### config.mk
export PLATFORM = sky130hd
export DESIGN_NAME = pgwalk_top
export DESIGN_NICKNAME = d
export VERILOG_FILES = /design/src/rtl/pgwalk_pkg.sv /design/src/rtl/pgwalk_addr.sv /design/src/rtl/pgwalk_perm.sv /design/src/rtl/pgwalk_ctrl.sv /design/src/rtl/pgwalk_top.sv
export SDC_FILE = /design/constraint.sdc
export NUM_CORES = 1
export LEC_CHECK = 0
export BUFFER_PORTS_ARGS = -buffer_cell sky130_fd_sc_hd__buf_2
export CAP_MARGIN = 0
export CORE_ASPECT_RATIO = 0.5
export CORE_MARGIN = 5
export CORE_UTILIZATION = 56
export DETAILED_ROUTE_END_ITERATION = 12
export GPL_TIMING_DRIVEN = 0
export PLACE_DENSITY = 0.86
export SYNTH_ARGS = -nofsm -noshare
export SYNTH_HDL_FRONTEND = slang
export SYNTH_SLANG_ARGS = --single-unit
### constraint.sdc
create_clock -name clk -period 2.75 [get_ports clk]
set_input_delay 0.55 -clock clk [delete_from_list [all_inputs] [get_ports clk]]
set_output_delay 0.55 -clock clk [all_outputs]
set_load 0.05 [all_outputs]
### src/rtl/pgwalk_pkg.sv
package pgwalk_pkg;
   localparam int ENT_P = 0;
   localparam int ENT_W = 1;
   localparam int ENT_U = 2;
   localparam int ENT_A = 5;
   localparam int ENT_D = 6;
   localparam int ERR_W = 3;

   typedef enum logic [2:0] {
      S_IDLE,
      S_RDDIR,
      S_RDTBL,
      S_CHK,
      S_WRDIR,
      S_WRTBL
   } walk_st_t;
endpackage

### src/rtl/pgwalk_addr.sv
module pgwalk_addr #(
   parameter int ADDR_W = 32,
   parameter int OFS_W  = 12,
   parameter int IDX_W  = 10
) (
   input  logic [ADDR_W-1:0] base,
   input  logic [ADDR_W-1:0] lin,
   input  logic [ADDR_W-1:0] dir_ent,
   output logic [ADDR_W-1:0] dir_addr,
   output logic [ADDR_W-1:0] tbl_addr
);
   localparam int PPN_W = ADDR_W - OFS_W;

   logic [IDX_W-1:0] dir_idx;
   logic [IDX_W-1:0] tbl_idx;

   always_comb begin
      dir_idx  = lin[ADDR_W-1 -: IDX_W];
      tbl_idx  = lin[OFS_W+IDX_W-1 -: IDX_W];
      dir_addr = {base[ADDR_W-1 -: PPN_W], {OFS_W{1'b0}}}
                 + (ADDR_W'(dir_idx) << 2);
      tbl_addr = {dir_ent[ADDR_W-1 -: PPN_W], {OFS_W{1'b0}}}
                 + (ADDR_W'(tbl_idx) << 2);
   end
endmodule

### src/rtl/pgwalk_perm.sv
module pgwalk_perm
   import pgwalk_pkg::*;
#(
   parameter int ADDR_W = 32
) (
   input  logic [ADDR_W-1:0] dir_ent,
   input  logic [ADDR_W-1:0] tbl_ent,
   input  logic              usr,
   input  logic              wr,
   input  logic              strict,
   output logic              deny,
   output logic              dir_wb,
   output logic              tbl_wb,
   output logic [ADDR_W-1:0] dir_new,
   output logic [ADDR_W-1:0] tbl_new
);
   logic u_bad;
   logic w_bad;

   always_comb begin
      if (strict)
         u_bad = !dir_ent[ENT_U] || !tbl_ent[ENT_U];
      else
         u_bad = !dir_ent[ENT_U] && !tbl_ent[ENT_U];
      w_bad = wr && (!dir_ent[ENT_W] || !tbl_ent[ENT_W]);
      deny  = usr && (u_bad || w_bad);

      dir_new        = dir_ent;
      dir_new[ENT_A] = 1'b1;
      dir_wb         = !dir_ent[ENT_A];

      tbl_new        = tbl_ent;
      tbl_new[ENT_A] = 1'b1;
      if (wr) tbl_new[ENT_D] = 1'b1;
      tbl_wb         = !tbl_ent[ENT_A] || (wr && !tbl_ent[ENT_D]);
   end
endmodule

### src/rtl/pgwalk_ctrl.sv
module pgwalk_ctrl
   import pgwalk_pkg::*;
#(
   parameter int ADDR_W = 32,
   parameter int OFS_W  = 12
) (
   input  logic                    clk,
   input  logic                    rst_n,
   input  logic                    paging_en,
   input  logic                    user,
   input  logic                    strict_user,
   input  logic                    req_valid,
   output logic                    req_ready,
   input  logic [ADDR_W-1:0]       req_lin,
   input  logic                    req_write,
   output logic                    mem_req,
   output logic                    mem_we,
   output logic [ADDR_W-1:0]       mem_addr,
   output logic [ADDR_W-1:0]       mem_wdata,
   input  logic [ADDR_W-1:0]       mem_rdata,
   input  logic                    mem_ack,
   input  logic [ADDR_W-1:0]       dir_addr,
   input  logic [ADDR_W-1:0]       tbl_addr,
   input  logic                    deny,
   input  logic                    dir_wb,
   input  logic                    tbl_wb,
   input  logic [ADDR_W-1:0]       dir_new,
   input  logic [ADDR_W-1:0]       tbl_new,
   output logic [ADDR_W-1:0]       lin_q,
   output logic [ADDR_W-1:0]       dir_q,
   output logic [ADDR_W-1:0]       tbl_q,
   output logic                    wr_q,
   output logic                    usr_q,
   output logic                    strict_q,
   output logic                    done,
   output logic [ADDR_W-OFS_W-1:0] phys_page,
   output logic                    fault,
   output logic [ERR_W-1:0]        fault_code,
   output logic [ADDR_W-1:0]       fault_addr
);
   walk_st_t st;

   always_ff @(posedge clk or negedge rst_n) begin
      if (!rst_n) begin
         st         <= S_IDLE;
         lin_q      <= '0;
         dir_q      <= '0;
         tbl_q      <= '0;
         wr_q       <= 1'b0;
         usr_q      <= 1'b0;
         strict_q   <= 1'b0;
         done       <= 1'b0;
         fault      <= 1'b0;
         fault_code <= '0;
         fault_addr <= '0;
         phys_page  <= '0;
      end else begin
         done  <= 1'b0;
         fault <= 1'b0;
         unique case (st)
            S_IDLE: if (req_valid) begin
               lin_q    <= req_lin;
               wr_q     <= req_write;
               usr_q    <= user;
               strict_q <= strict_user;
               if (paging_en) st <= S_RDDIR;
               else begin
                  done      <= 1'b1;
                  phys_page <= req_lin[ADDR_W-1:OFS_W];
               end
            end
            S_RDDIR: if (mem_ack) begin
               dir_q <= mem_rdata;
               if (!mem_rdata[ENT_P]) begin
                  fault      <= 1'b1;
                  fault_code <= {usr_q, wr_q, 1'b0};
                  fault_addr <= lin_q;
                  st         <= S_IDLE;
               end else st <= S_RDTBL;
            end
            S_RDTBL: if (mem_ack) begin
               tbl_q <= mem_rdata;
               if (!mem_rdata[ENT_P]) begin
                  fault      <= 1'b1;
                  fault_code <= {usr_q, wr_q, 1'b0};
                  fault_addr <= lin_q;
                  st         <= S_IDLE;
               end else st <= S_CHK;
            end
            S_CHK: begin
               if (deny) begin
                  fault      <= 1'b1;
                  fault_code <= {1'b1, wr_q, 1'b1};
                  fault_addr <= lin_q;
                  st         <= S_IDLE;
               end else if (dir_wb) st <= S_WRDIR;
               else if (tbl_wb) st <= S_WRTBL;
               else begin
                  done      <= 1'b1;
                  phys_page <= tbl_q[ADDR_W-1:OFS_W];
                  st        <= S_IDLE;
               end
            end
            S_WRDIR: if (mem_ack) begin
               if (tbl_wb) st <= S_WRTBL;
               else begin
                  done      <= 1'b1;
                  phys_page <= tbl_q[ADDR_W-1:OFS_W];
                  st        <= S_IDLE;
               end
            end
            S_WRTBL: if (mem_ack) begin
               done      <= 1'b1;
               phys_page <= tbl_q[ADDR_W-1:OFS_W];
               st        <= S_IDLE;
            end
            default: st <= S_IDLE;
         endcase
      end
   end

   always_comb begin
      req_ready = (st == S_IDLE);
      mem_req   = (st == S_RDDIR) || (st == S_RDTBL) ||
                  (st == S_WRDIR) || (st == S_WRTBL);
      mem_we    = (st == S_WRDIR) || (st == S_WRTBL);
      mem_addr  = ((st == S_RDDIR) || (st == S_WRDIR)) ? dir_addr : tbl_addr;
      mem_wdata = (st == S_WRDIR) ? dir_new : tbl_new;
   end
endmodule

### src/rtl/pgwalk_top.sv
module pgwalk_top
   import pgwalk_pkg::*;
#(
   parameter int ADDR_W = 32,
   parameter int OFS_W  = 12,
   parameter int IDX_W  = 10
) (
   input  logic                    clk,
   input  logic                    rst_n,
   input  logic                    paging_en,
   input  logic [ADDR_W-1:0]       dir_base,
   input  logic                    user,
   input  logic                    strict_user,
   input  logic                    req_valid,
   output logic                    req_ready,
   input  logic [ADDR_W-1:0]       req_lin,
   input  logic                    req_write,
   output logic                    mem_req,
   output logic                    mem_we,
   output logic [ADDR_W-1:0]       mem_addr,
   output logic [ADDR_W-1:0]       mem_wdata,
   input  logic [ADDR_W-1:0]       mem_rdata,
   input  logic                    mem_ack,
   output logic                    done,
   output logic [ADDR_W-OFS_W-1:0] phys_page,
   output logic                    fault,
   output logic [ERR_W-1:0]        fault_code,
   output logic [ADDR_W-1:0]       fault_addr
);
   if (ADDR_W != OFS_W + 2 * IDX_W) begin : g_bad_split
      $error("pgwalk_top: address split does not add up");
   end
   if (OFS_W <= ENT_D) begin : g_bad_ofs
      $error("pgwalk_top: offset too narrow for entry flags");
   end

   logic [ADDR_W-1:0] lin_q, dir_q, tbl_q;
   logic [ADDR_W-1:0] dir_addr, tbl_addr, dir_new, tbl_new;
   logic              wr_q, usr_q, strict_q;
   logic              deny, dir_wb, tbl_wb;

   pgwalk_addr #(.ADDR_W(ADDR_W), .OFS_W(OFS_W), .IDX_W(IDX_W)) addr_i (
      .base(dir_base), .lin(lin_q), .dir_ent(dir_q),
      .dir_addr(dir_addr), .tbl_addr(tbl_addr)
   );

   pgwalk_perm #(.ADDR_W(ADDR_W)) perm_i (
      .dir_ent(dir_q), .tbl_ent(tbl_q), .usr(usr_q), .wr(wr_q),
      .strict(strict_q), .deny(deny), .dir_wb(dir_wb), .tbl_wb(tbl_wb),
      .dir_new(dir_new), .tbl_new(tbl_new)
   );

   pgwalk_ctrl #(.ADDR_W(ADDR_W), .OFS_W(OFS_W)) ctrl_i (
      .clk(clk), .rst_n(rst_n), .paging_en(paging_en), .user(user),
      .strict_user(strict_user), .req_valid(req_valid),
      .req_ready(req_ready), .req_lin(req_lin), .req_write(req_write),
      .mem_req(mem_req), .mem_we(mem_we), .mem_addr(mem_addr),
      .mem_wdata(mem_wdata), .mem_rdata(mem_rdata), .mem_ack(mem_ack),
      .dir_addr(dir_addr), .tbl_addr(tbl_addr), .deny(deny),
      .dir_wb(dir_wb), .tbl_wb(tbl_wb), .dir_new(dir_new),
      .tbl_new(tbl_new), .lin_q(lin_q), .dir_q(dir_q), .tbl_q(tbl_q),
      .wr_q(wr_q), .usr_q(usr_q), .strict_q(strict_q), .done(done),
      .phys_page(phys_page), .fault(fault), .fault_code(fault_code),
      .fault_addr(fault_addr)
   );
endmodule

==> results of run 1 <==
==> path summary, 6_finish.rpt <==
kind	start	end	slack [ns]	depth (start not counted)
min reg2reg	ctrl_i.lin_q[10]$_DFFE_PN0P_	ctrl_i.fault_addr[10]$_DFFE_PN0P_	0.50	1
max reg2reg	ctrl_i.st[2]$_DFFE_PN0P_	ctrl_i.lin_q[21]$_DFFE_PN0P_	0.68	7
max in group asynchronous	rst_n	ctrl_i.lin_q[23]$_DFFE_PN0P_	1.73	2
max	ctrl_i.st[0]$_DFFE_PN0P_	mem_addr[2]	0.05	8
min in group clk	req_lin[7]	ctrl_i.lin_q[7]$_DFFE_PN0P_	0.36	2
min	rst_n	ctrl_i.st[0]$_DFFE_PN0P_	0.15	1
==> flip-flops by register name, indices dropped and copies added (netlist names) <==
name	count
ctrl_i.fault	1
ctrl_i.dir_q	32
ctrl_i.wr_q	1
ctrl_i.strict_q	1
ctrl_i.lin_q	32
ctrl_i.st	3
ctrl_i.usr_q	1
ctrl_i.phys_page	20
ctrl_i.fault_addr	32
ctrl_i.fault_code	3
ctrl_i.tbl_q	32
ctrl_i.done	1
==> layout make-up <==
type,instances,area (um2)
Sequential cell,159,3979
Multi-Input combinational cell,292,3236
Fill cell,815,3212
Timing Repair Buffer,222,1335
Clock buffer,17,425.4
Buffer,28,252.7
Tap cell,170,212.7
Clock inverter,15,127.6
Inverter,7,28.78
==> cells in the mapped netlist <==
master                     count  share of area
sky130_fd_sc_hd__o221ai_1      2         0.0024
sky130_fd_sc_hd__nor3_4        1         0.0022
sky130_fd_sc_hd__o31a_1        1         0.0012
sky130_fd_sc_hd__o21a_1        1         0.0010
sky130_fd_sc_hd__a32oi_1       1         0.0012
sky130_fd_sc_hd__a31oi_1       1        0.00085
sky130_fd_sc_hd__nand2b_1      5         0.0042
sky130_fd_sc_hd__buf_6         5         0.0076
sky130_fd_sc_hd__nand3b_4      1         0.0027
sky130_fd_sc_hd__xnor2_1       1         0.0012
sky130_fd_sc_hd__mux2_1        2         0.0030
sky130_fd_sc_hd__buf_2         9         0.0061
sky130_fd_sc_hd__o21bai_1      1         0.0010
sky130_fd_sc_hd__conb_1        2         0.0010
sky130_fd_sc_hd__nand2_1      13         0.0066
sky130_fd_sc_hd__o21ai_0       4         0.0027
sky130_fd_sc_hd__nor3b_1       1         0.0010
sky130_fd_sc_hd__o22ai_1       2         0.0017
sky130_fd_sc_hd__a21oi_2       1         0.0012
sky130_fd_sc_hd__buf_4        15          0.015
sky130_fd_sc_hd__mux2_2      182           0.28
sky130_fd_sc_hd__nand3_1       1        0.00068
sky130_fd_sc_hd__a22o_1        1         0.0012
sky130_fd_sc_hd__inv_1         7         0.0036
sky130_fd_sc_hd__nor2_4        1         0.0015
sky130_fd_sc_hd__dfrtp_1     159           0.54
sky130_fd_sc_hd__nor3_2        3         0.0041
sky130_fd_sc_hd__nor2b_1       1        0.00085
sky130_fd_sc_hd__a21oi_1       2         0.0014
sky130_fd_sc_hd__mux2_4       48          0.097
sky130_fd_sc_hd__a31oi_2       1         0.0017
sky130_fd_sc_hd__nor2_1        7         0.0036
sky130_fd_sc_hd__or3_1         1        0.00085
sky130_fd_sc_hd__nor3b_4       1         0.0025
sky130_fd_sc_hd__and2_1        2         0.0017
==> kinds of logic (layout without fill, tap and decap cells) <==
kind of cell | after synthesis | count (layout) | share of synthesized area
DFF | 159 | 159 | 0.5379
buffers and inverters | 36 | 289 | 0.03248
and+or+nand+nor | 38 | 38 | 0.03248
muxes | 232 | 232 | 0.3775
xor gates and xnor gates | 1 | 1 | 0.001184
AOI/OAI and AO/OA | 18 | 18 | 0.01742
other | 2 | 3 | 0.001015
==> repair_timing <==
item | in CTS | in global routing
buffers inserted | 3 | 5
pin swaps | 1 | 2
gates resized for setup | 44 | 32
setup endpoints to repair | 58 | 58
cloned | 1 | 0
==> metrics by stage <==
stage / TNS [ns] / setup slack (ns) / cells / area, um2 / utilization
final: 0 / 0.05208 / 910 / 9597 / 0.7492
after global routing: -0.05240 / -0.02500 / 910 / 9597 / 0.7492
after CTS: 0 / 0.0002829 / 906 / 9457 / 0.7383
after detailed placement: 0 / 0.09277 / 870 / 8708 / 0.6799
after global placement: -187.59 / -1.198 / 869 / 8675 / 0.6772
after floorplan: 0 / 0.2108 / 487 / 7401 / -
==> critical path, stage by stage (launching register included) <==
cell and delay [ns]:
sky130_fd_sc_hd__dfrtp_1 0.41, sky130_fd_sc_hd__buf_8 0.15, sky130_fd_sc_hd__inv_4 0.07, sky130_fd_sc_hd__nand2_2 0.07, sky130_fd_sc_hd__a21oi_4 0.21, sky130_fd_sc_hd__buf_12 0.16
sky130_fd_sc_hd__buf_16 0.13, sky130_fd_sc_hd__mux2_2 0.36, sky130_fd_sc_hd__buf_6 0.16
==> metal layers <==
layer  track usage  part of all wire
met3       0.06846             0.058
met4       0.08306             0.025
met1        0.3117              0.42
met2        0.3774              0.50
met5             0                 0
==> Implementation_results.wiki, run 1 <==
{| class="wikitable"
! Metric !! Value
|-
| Synthesis-to-layout area growth || 29.74%
|-
| CP Launch Type || flip-flop
|-
| Kind of end point of the critical path || output port
|-
| Clock-pin transition on the worst setup and hold timing paths || 0.07 ns
|-
| Worst EP required || 2.20 ns
|-
| Global route total overflow || 0
|-
| Top-level I/O count || 228
|-
| Number of antenna diodes || 0
|-
| Leading cell types in the layout, fill and taps excluded || sky130_fd_sc_hd__buf_2, sky130_fd_sc_hd__mux2_2, sky130_fd_sc_hd__dfrtp_1, sky130_fd_sc_hd__mux2_4
|-
| Minimum clock period after layout || 2.698 ns
|-
| Pre-Repair DR Iteration Count || 4
|-
| Initial antenna violation count || 0
|-
| Final hold vios || 0
|-
| Status || complete, no violations
|-
| Number of register bits inferred by synthesis || 159
|-
| Setup violation total in the final timing report || 0
|-
| Worst-case clock skew || 0.01165 ns
|-
| Area of the mapped netlist || 7397 um2
|-
| Final GP Congestion || roughly 0.79
|-
| Number of global-route vias before repair || 5254
|-
| Tcrit/Tclk final || 0.9811
|-
| Transition time at the pin with the least slew margin || 0.6717 ns
|-
| Worst Path Class, Setup || reg2out
|-
| Sequential element share of the synthesized area || 0.5379
|-
| Count of hold buffers inserted by post-cts repair || 0
|-
| Achievable clock frequency || 370.7 MHz
|-
| DRC violation total after the first TritonRoute iteration || 304
|-
| Die Ht || 91.27 um
|-
| Horizontal extent of the die || 172.5 um
|-
| Core region area || 12810 um2
|-
| Pin count of the biggest net entering global routing || 90
|-
| Clock Root Buffer || sky130_fd_sc_hd__clkbuf_16
|-
| Clock Latency Late Sink || about 0.42 ns
|-
| Tot GR Track Use || 0.2360
|-
| Remaining max-slew budget at the tightest pin || 0.5522
|-
| Hold WC Path Type || in2async
|-
| Maximum count of clock buffers along a single path || 2
|-
| Share of layout cells above drive strength 1 || 0.7122
|-
| Total Wirelength || between 15 and 20 mm
|-
| Routed vias || 4954
|-
| Area of the die || 15750 um2
|-
| Number of library cell types mapped by synthesis || 35
|-
| RSZ-0062 raised after global routing || true
|-
| Total number of placement rows || 29
|-
| Number of nets at the end of the flow || 831
|-
| Half-perimeter wire length after detailed placement || between 10 and 15 mm
|-
| Clock buffers created by TritonCTS || 17
|-
| Critical-path maximum fanout || 8
|-
| Data arrival at the endpoint of the critical path || 2.15 ns
|-
| Clock H-tree levels || 4
|-
| Antenna-violating nets left || 0
|-
| Average detailed-routed wire length per instance || 20.58 um
|-
| Commonest non-fill, non-tap cell in the layout || sky130_fd_sc_hd__buf_2
|-
| Synthesized instance count || 486
|-
| Worst hold slack across all endpoints || 0.1497 ns
|-
| Input/output buffers || 212
|-
| Final slew viol count || 0
|-
| Initial Utilization || 0.5775
|-
| Wire length of the first global-routing pass || 29.41 mm
|-
| Mean instance size in the synthesized netlist || 15.22 um2
|-
| Residual DRC count || 0
|-
| Sink count of the clock tree || between 150 and 200
|-
| CTS tree || yes
|-
| Reported max-cap violation count || 0
|-
| Number of vias per cell after detailed routing || 5.444
|-
| Yosys warns || 0
|}
Power of run 1 is not shown: default switching activity piles up to over one toggle a cycle in this logic, so the estimate is an artifact.
==> inputs of run 2 (changes only) <==
--- a/config.mk
+++ b/config.mk
@@ -7,7 +7,6 @@
 export LEC_CHECK = 0
 export BUFFER_PORTS_ARGS = -buffer_cell sky130_fd_sc_hd__buf_2
 export CAP_MARGIN = 0
-export CORE_ASPECT_RATIO = 0.5
 export CORE_MARGIN = 5
 export CORE_UTILIZATION = 56
 export DETAILED_ROUTE_END_ITERATION = 12
==> run 2 against run 1 <==
Cell area up 0.68%; global-route usage is 0.55 points higher; cell count up 0.66%; non-clock buffer count grew 1; first-iteration DRC count decreased by 5.3%; largest cell class unchanged; critical path type unchanged.
==> Implementation_results.wiki, run 2 (same netlist as run 1, synthesis figures left out) <==
{| class="wikitable"
! Metric !! Value
|-
| Status || complete, no violations (unchanged)
|-
| Initial Utilization || 0.5653 (was 0.5775)
|-
| Number of antenna diodes || 0 (unchanged)
|-
| Reported max-cap violation count || 0 (unchanged)
|-
| Top-level I/O count || 228 (unchanged)
|-
| Placement Setup Slack || 0.1725 ns (was 0.09277 ns)
|-
| Pre-Repair DR Iteration Count || 4 (unchanged)
|-
| Cell type group with the largest total delay on the critical path || buffers and inverters (unchanged)
|-
| RSZ-0062 raised after global routing || true (unchanged)
|-
| Minimum clock period after layout || 2.724 ns (was 2.698 ns)
|-
| Clock Root Buffer || sky130_fd_sc_hd__clkbuf_16 (unchanged)
|-
| Transition time at the pin with the least slew margin || 0.7015 ns (was 0.6717 ns)
|-
| Clock H-tree levels || 4 (unchanged)
|-
| Core region area || 13090 um2 (was 12810 um2)
|-
| Wire length of the first global-routing pass || 29.53 mm (was 29.41 mm)
|-
| Area used by multi-input combinational logic || 3222 um2 (was 3236 um2)
|-
| Clock buffers created by TritonCTS || 17 (unchanged)
|-
| Leading cell types in the layout, fill and taps excluded || sky130_fd_sc_hd__buf_2, sky130_fd_sc_hd__mux2_2, sky130_fd_sc_hd__dfrtp_1, sky130_fd_sc_hd__mux2_4, sky130_fd_sc_hd__buf_6 (was sky130_fd_sc_hd__buf_2, sky130_fd_sc_hd__mux2_2, sky130_fd_sc_hd__dfrtp_1, sky130_fd_sc_hd__mux2_4)
|-
| CP Launch Type || flip-flop (unchanged)
|-
| Series of cell instances along the critical path || nand2b_2, nor2_4, buf_4, mux2_2, buf_2 (was buf_8, inv_4, nand2_2, a21oi_4, buf_12, buf_16, mux2_2, buf_6)
|-
| Worst hold slack across all endpoints || 0.1372 ns (was 0.1497 ns)
|-
| Number of nets at the end of the flow || 832 (was 831)
|-
| Share of layout cells above drive strength 1 || 0.7095 (was 0.7122)
|-
| Number of cells after detailed placement || 876 (was 870)
|-
| CP max stage delay || 0.45 ns (was 0.41 ns)
|-
| Minimum setup slack among reg-to-reg paths || 0.69 ns (was 0.68 ns)
|-
| Antenna-violating nets left || 0 (unchanged)
|-
| Maximum count of clock buffers along a single path || 2 (unchanged)
|-
| Final cell area excluding filler cells || 9662 um2 (was 9597 um2)
|-
| Flip-flop and latch area || 3979 um2 (unchanged)
|-
| Clock-pin transition on the worst setup and hold timing paths || 0.06 ns (was 0.07 ns)
|-
| DRC violation total after the first TritonRoute iteration || 288 (was 304)
|-
| Hold WC Path Type || in2async (unchanged)
|-
| Kind of end point of the critical path || output port (unchanged)
|-
| Pin count of the biggest net entering global routing || 86 (was 90)
|-
| Setup ws final || 0.02559 ns (was 0.05208 ns)
|-
| Worst Path Class, Setup || reg2out (unchanged)
|-
| Average detailed-routed wire length per instance || 20.37 um (was 20.58 um)
|-
| Worst EP required || 2.20 ns (about the same)
|-
| Synthesis-to-layout area growth || 30.62% (was 29.74%)
|-
| Non-filler cells in the finished layout || 916 (was 910)
|-
| Critical-path maximum fanout || 10 (was 8)
|-
| Commonest non-fill, non-tap cell in the layout || sky130_fd_sc_hd__buf_2 (unchanged)
|-
| Horizontal extent of the die || 124.9 um (was 172.5 um)
|-
| Tcrit/Tclk final || 0.9907 (was 0.9811)
|-
| Worst-case clock skew || 0.007670 ns (was 0.01165 ns)
|-
| Initial antenna violation count || 0 (unchanged)
|-
| Residual DRC count || 0 (unchanged)
|-
| Number of global-route vias before repair || 5386 (was 5254)
|-
| Final hold vios || 0 (unchanged)
|-
| WP buf/inv || 2 (was 5)
|-
| Placed Instance Area || 8716 um2 (was 8708 um2)
|-
| Number of vias per cell after detailed routing || 5.373 (was 5.444)
|-
| Final slew viol count || 0 (unchanged)
|-
| Die Ht || 124.9 um (was 91.27 um)
|-
| Achievable clock frequency || 367.1 MHz (was 370.7 MHz)
|-
| Number of filler cells placed in the layout || 833 (was 815)
|-
| Routed vias || 4922 (was 4954)
|-
| Input/output buffers || 212 (unchanged)
|-
| Crit-path slowest cell || sky130_fd_sc_hd__dfrtp_1 (unchanged)
|-
| Area of the die || 15610 um2 (was 15750 um2)
|-
| Global route total overflow || 0 (unchanged)
|-
| Final GP Congestion || 0.8629 (was 0.7858)
|-
| Setup violation total in the final timing report || 0 (unchanged)
|-
| Remaining max-slew budget at the tightest pin || 0.5324 (was 0.5522)
|-
| Data arrival at the endpoint of the critical path || 2.17 ns (was 2.15 ns)
|-
| Sink count of the clock tree || 159 (unchanged)
|-
| Half-perimeter wire length after detailed placement || 13.80 mm (was 13.41 mm)
|-
| Clock Latency Late Sink || 0.42 ns (about the same)
|-
| CTS tree || yes (unchanged)
|-
| Total number of placement rows || 42 (was 29)
|-
| Total Wirelength || 18.66 mm (was 18.73 mm)
|-
| Tot GR Track Use || 0.2415 (was 0.2360)
|}
run 2: cell count changes in the layout (fill, tap and decap cells not counted), sizes merged:
cell | previous run | this run
clkinv | 4 | 6
inv | 15 | 7
bufinv | 0 | 2
clkbuf | 17 | 20
buf | 250 | 251
run 2: worst paths after layout:
path | start | end | depth (start not counted)
setup reg to reg | ctrl_i.st[2]$_DFFE_PN0P_ | ctrl_i.lin_q[1]$_DFFE_PN0P_ | 7
hold / removal | rst_n | ctrl_i.dir_q[13]$_DFFE_PN0P_ | 1
min in group clk | req_lin[5] | ctrl_i.lin_q[5]$_DFFE_PN0P_ | 2
hold reg to reg | ctrl_i.dir_q[0]$_DFFE_PN0P_ | ctrl_i.dir_q[0]$_DFFE_PN0P_ | 1
max in group asynchronous | rst_n | ctrl_i.done$_DFF_PN0_ | 2
setup / recovery | ctrl_i.st[1]$_DFFE_PN0P_ | mem_wdata[20] | 5
run 2: timing repair:
action / in CTS / in global routing
resized for setup: 69 / 19
pin swaps: 1 / 1
hold buffers: 0 / 0
buffers inserted: 6 / 3
setup endpoints to repair: 58 / 57
cloned: 1 / 0
run 2: stage by stage:
| stage | utilization | TNS (ns) |
|---|---|---|
| finish | 0.7384 | 0 |
| global route | 0.7384 | -0.8349 |
| CTS | 0.7325 | -0.1606 |
| detailed placement | 0.6661 | 0 |
| global placement | 0.6635 | -174.88 |
| floorplan | - | 0 |
run 2: area by class of cell:
class	count	share of cell area
flip-flops and latches	159	0.4118
multi-input cells	292	0.3335
repair buffers	223	0.1439
clock buffers	20	0.04727
plain buffers	28	0.02577
well taps	176	0.02279
clock inverters	11	0.01204
inverters	7	0.002979
run 2: layer usage:
metal / wire length (um) / part of all wire / GRT usage / up-vias
met4: 584 / 0.031 / 0.1020 / 0
met3: 1357 / 0.073 / 0.08230 / 46
met2: 9326 / 0.50 / 0.4043 / 195
met1: 7393 / 0.40 / 0.2866 / 2463
met5: 0 / 0 / 0 / -
li1: - / - / - / 2218
run 2: worst reg2reg max path: stages (launching register included):
cell                      delay [ns]
sky130_fd_sc_hd__dfrtp_1        0.40
sky130_fd_sc_hd__buf_6          0.15
sky130_fd_sc_hd__buf_4          0.14
sky130_fd_sc_hd__nor3_4         0.23
sky130_fd_sc_hd__and2_1         0.15
sky130_fd_sc_hd__buf_2          0.24
sky130_fd_sc_hd__buf_4          0.26
sky130_fd_sc_hd__mux2_2         0.37
Power of run 2 is left out for the same reason.
==> inputs of run 3 (changes only) <==
--- a/config.mk
+++ b/config.mk
@@ -5,13 +5,15 @@
 export SDC_FILE = /design/constraint.sdc
 export NUM_CORES = 1
 export LEC_CHECK = 0
+export ABC_AREA = 1
 export BUFFER_PORTS_ARGS = -buffer_cell sky130_fd_sc_hd__buf_2
 export CAP_MARGIN = 0
 export CORE_MARGIN = 5
-export CORE_UTILIZATION = 56
+export CORE_UTILIZATION = 55
+export CTS_CLUSTER_SIZE = 30
 export DETAILED_ROUTE_END_ITERATION = 12
 export GPL_TIMING_DRIVEN = 0
-export PLACE_DENSITY = 0.86
+export PLACE_DENSITY = 0.85
 export SYNTH_ARGS = -nofsm -noshare
 export SYNTH_HDL_FRONTEND = slang
 export SYNTH_SLANG_ARGS = --single-unit
==> run 3 against run 2 <==
Cell area shrank 4.3%; die area shrank 0.81%; largest cell class unchanged; clock skew shrank 0.0011 ns; cell count grew 40%; critical path type unchanged.
==> Implementation_results.wiki, run 3 <==
{| class="wikitable"
! Metric !! Value
|-
| Input/output buffers || 212 (unchanged)
|-
| Pin count of the biggest net entering global routing || 83 (was 86)
|-
| Sink count of the clock tree || 159 (unchanged)
|-
| Hold WC Path Type || in2async (unchanged)
|-
| Setup ws final || 0.05955 ns (was 0.02559 ns)
|-
| Leading cell types in the layout, fill and taps excluded || sky130_fd_sc_hd__nand2_1, sky130_fd_sc_hd__buf_2, sky130_fd_sc_hd__dfrtp_1, sky130_fd_sc_hd__o21ai_0, sky130_fd_sc_hd__inv_1 (was sky130_fd_sc_hd__buf_2, sky130_fd_sc_hd__mux2_2, sky130_fd_sc_hd__dfrtp_1, sky130_fd_sc_hd__mux2_4, sky130_fd_sc_hd__buf_6)
|-
| Placement Setup Slack || 0.2330 ns (was 0.1725 ns)
|-
| R2r endpoint || ctrl_i.dir_q[6]$_DFFE_PN0P_ (was ctrl_i.lin_q[1]$_DFFE_PN0P_)
|-
| Wire length of the first global-routing pass || 33.55 mm (was 29.53 mm)
|-
| Transition time at the pin with the least slew margin || 0.7543 ns (was 0.7015 ns)
|-
| Horizontal extent of the die || 124.4 um (was 124.9 um)
|-
| Remaining max-slew budget at the tightest pin || 0.4971 (was 0.5324)
|-
| Achievable clock frequency || 371.7 MHz (was 367.1 MHz)
|-
| Reported max-cap violation count || 0 (unchanged)
|-
| Setup violation total in the final timing report || 0 (unchanged)
|-
| Clock-pin transition on the worst setup and hold timing paths || 0.06 ns (about the same)
|-
| Total number of placement rows || 41 (was 42)
|-
| Pre-Repair DR Iteration Count || 5 (was 4)
|-
| Synthesized instance count || 864 (was 486)
|-
| Setup TNS after final layout || 0 ns (unchanged)
|-
| Placed Instance Area || 8514 um2 (was 8716 um2)
|-
| Critical-path maximum fanout || 10 (unchanged)
|-
| FFs w/ async S/R, synth || 1.000 (unchanged)
|-
| Clock H-tree levels || 4 (unchanged)
|-
| Status || complete, no violations (unchanged)
|-
| Number of global-route vias before repair || 6682 (was 5386)
|-
| Minimum setup slack among reg-to-reg paths || 0.84 ns (was 0.69 ns)
|-
| Post-synth EDFFs || 0 (unchanged)
|-
| Final cell area excluding filler cells || 9245 um2 (was 9662 um2)
|-
| Kind of end point of the critical path || output port (unchanged)
|-
| Launching instance or port of the critical path || ctrl_i.st[1]$_DFFE_PN0P_ (unchanged)
|-
| Data arrival at the endpoint of the critical path || 2.14 ns (was 2.17 ns)
|-
| DRC violation total after the first TritonRoute iteration || 435 (was 288)
|-
| Residual DRC count || 0 (unchanged)
|-
| Worst-case clock skew || 0.006616 ns (was 0.007670 ns)
|-
| Synthesis-to-layout area growth || 28.39% (was 30.62%)
|-
| CTS tree || yes (unchanged)
|-
| Maximum count of clock buffers along a single path || 2 (unchanged)
|-
| Final hold vios || 0 (unchanged)
|-
| Number of library cell types mapped by synthesis || 24 (was 35)
|-
| Share of layout cells above drive strength 1 || 0.2780 (was 0.7095)
|-
| Routed vias || 6708 (was 4922)
|-
| Half-perimeter wire length after detailed placement || 15.18 mm (was 13.80 mm)
|-
| Die Ht || 124.4 um (was 124.9 um)
|-
| Number of nets at the end of the flow || 1202 (was 832)
|-
| Primary flip-flop cell chosen by synthesis mapping || sky130_fd_sc_hd__dfrtp_1 (unchanged)
|-
| Worst r2r src || ctrl_i.st[0]$_DFFE_PN0P_ (was ctrl_i.st[2]$_DFFE_PN0P_)
|-
| Global route total overflow || 0 (unchanged)
|-
| Core region area || 12720 um2 (was 13090 um2)
|-
| CP Launch Type || flip-flop (unchanged)
|-
| Cell types with the highest counts after synthesis || sky130_fd_sc_hd__nand2_1, sky130_fd_sc_hd__dfrtp_1, sky130_fd_sc_hd__o21ai_0 (was sky130_fd_sc_hd__mux2_2, sky130_fd_sc_hd__dfrtp_1, sky130_fd_sc_hd__mux2_4)
|-
| Cell type with the highest aggregate area in the netlist || sky130_fd_sc_hd__dfrtp_1 (unchanged)
|-
| Mean instance size in the synthesized netlist || 8.334 um2 (was 15.22 um2)
|-
| Tcrit/Tclk final || 0.9783 (was 0.9907)
|-
| RSZ-0062 raised after global routing || true (unchanged)
|-
| Number of register bits inferred by synthesis || 159 (unchanged)
|-
| Area of the die || 15480 um2 (was 15610 um2)
|-
| Finished Core Util || 0.7267 (was 0.7384)
|-
| Antenna-violating nets left || 0 (unchanged)
|-
| Sequential element share of the synthesized area || 0.5526 (was 0.5379)
|-
| Synth top area share || 0.5526 (was 0.5379)
|-
| Average detailed-routed wire length per instance || 15.98 um (was 20.37 um)
|-
| Area of the mapped netlist || 7201 um2 (was 7397 um2)
|-
| Clock Latency Late Sink || 0.42 ns (about the same)
|-
| Total Wirelength || 20.47 mm (was 18.66 mm)
|-
| Yosys warns || 0 (unchanged)
|-
| Worst reg-to-reg path cell count || 4 (was 7)
|-
| Minimum clock period after layout || 2.690 ns (was 2.724 ns)
|-
| Clock buffers created by TritonCTS || 17 (unchanged)
|-
| Number of vias per cell after detailed routing || 5.237 (was 5.373)
|-
| Tot GR Track Use || 0.2679 (was 0.2415)
|-
| Area contributors post-synth || sky130_fd_sc_hd__dfrtp_1, sky130_fd_sc_hd__nand2_1, sky130_fd_sc_hd__o21ai_0, sky130_fd_sc_hd__nand3_1, sky130_fd_sc_hd__inv_1 (was sky130_fd_sc_hd__dfrtp_1, sky130_fd_sc_hd__mux2_2, sky130_fd_sc_hd__mux2_4, sky130_fd_sc_hd__buf_4, sky130_fd_sc_hd__buf_6)
|-
| Worst EP required || 2.20 ns (about the same)
|-
| Worst Path Class, Setup || reg2out (unchanged)
|-
| Top-level I/O count || 228 (unchanged)
|-
| Initial antenna violation count || 1 (was 0)
|-
| Count of hold buffers inserted by post-cts repair || 0 (unchanged)
|-
| Final slew viol count || 0 (unchanged)
|-
| Initial Utilization || 0.5660 (was 0.5653)
|-
| Final GP Congestion || 0.9183 (was 0.8629)
|-
| Commonest non-fill, non-tap cell in the layout || sky130_fd_sc_hd__nand2_1 (was sky130_fd_sc_hd__buf_2)
|-
| Dominant cell by count in the synthesized netlist || sky130_fd_sc_hd__nand2_1 (was sky130_fd_sc_hd__mux2_2)
|-
| Clock Root Buffer || sky130_fd_sc_hd__clkbuf_16 (unchanged)
|}
-- run 3: how the worst max path moves through the flow --
stage                                         endpoint  slack (ns)  depth (start not counted)
after floorplan                           mem_addr[12]        0.04                          8
after global placement    ctrl_i.dir_q[30]$_DFFE_PN0P_       -1.18                          1
after detailed placement                  mem_addr[19]        0.23                          9
after CTS                                 mem_addr[19]      -0.002                          9
after global routing                      mem_addr[15]       -0.01                          9
final                                      mem_addr[2]        0.06                          9
-- run 3: layer usage --
| layer | wire (um) | part of all wire | GRT usage | up-vias |
|---|---|---|---|---|
| li1 | - | - | - | 3215 |
| met1 | 8547 | 0.42 | 0.3404 | 3114 |
| met2 | 9803 | 0.48 | 0.4396 | 323 |
| met3 | 1435 | 0.070 | 0.06089 | 56 |
| met4 | 686 | 0.034 | 0.1193 | 0 |
| met5 | 0 | 0 | 0 | - |
-- run 3: area by class of cell --
| type | instances | area [um2] |
|---|---|---|
| fill | 1005 | 3477 |
| tap | 172 | 215.2 |
| sequential | 159 | 3980 |
| buffer | 50 | 274.0 |
| clock buffer | 25 | 515.5 |
| clock inverter | 4 | 76.32 |
| inverter | 87 | 326.6 |
| antenna | 1 | 2.502 |
| timing repair buffer | 215 | 1196 |
| multi-input combinational | 568 | 2659 |
-- run 3: kinds of logic after synthesis --
| family | after synthesis | synth area share |
|---|---|---|
| AOI/OAI and AO/OA | 150 | 0.1048 |
| buffers and inverters | 138 | 0.08045 |
| DFF | 159 | 0.5526 |
| muxes | 25 | 0.03910 |
| other | 2 | 0.001043 |
| and+or+nand+nor | 390 | 0.2221 |
-- run 3: critical path, cell delays in order, from the launching register on --
cell and delay (ns):
sky130_fd_sc_hd__dfrtp_2 0.44, sky130_fd_sc_hd__nor2_4 0.14, sky130_fd_sc_hd__inv_2 0.07, sky130_fd_sc_hd__nor2_4 0.23
sky130_fd_sc_hd__inv_2 0.12, sky130_fd_sc_hd__nand2_4 0.14, sky130_fd_sc_hd__buf_4 0.18, sky130_fd_sc_hd__nand2_1 0.08
sky130_fd_sc_hd__nand2_1 0.09, sky130_fd_sc_hd__buf_4 0.20
-- run 3: repair_timing --
item / CTS / global route
endpoints found under the setup margin: 46 / 56
gates resized for setup: 38 / 11
setup buffers: 1 / 1
pin swaps: 1 / 1
-- run 3: per-stage QoR --
| stage | hold slack [ns] | std cells |
|---|---|---|
| after detailed placement | 0.4514 | 1250 |
| after floorplan | 0.2544 | 865 |
| after global routing | 0.2472 | 1281 |
| after CTS | 0.1999 | 1279 |
| after global placement | 0.4423 | 1249 |
| final | 0.1770 | 1281 |
Power of run 3 is left out for the same reason.
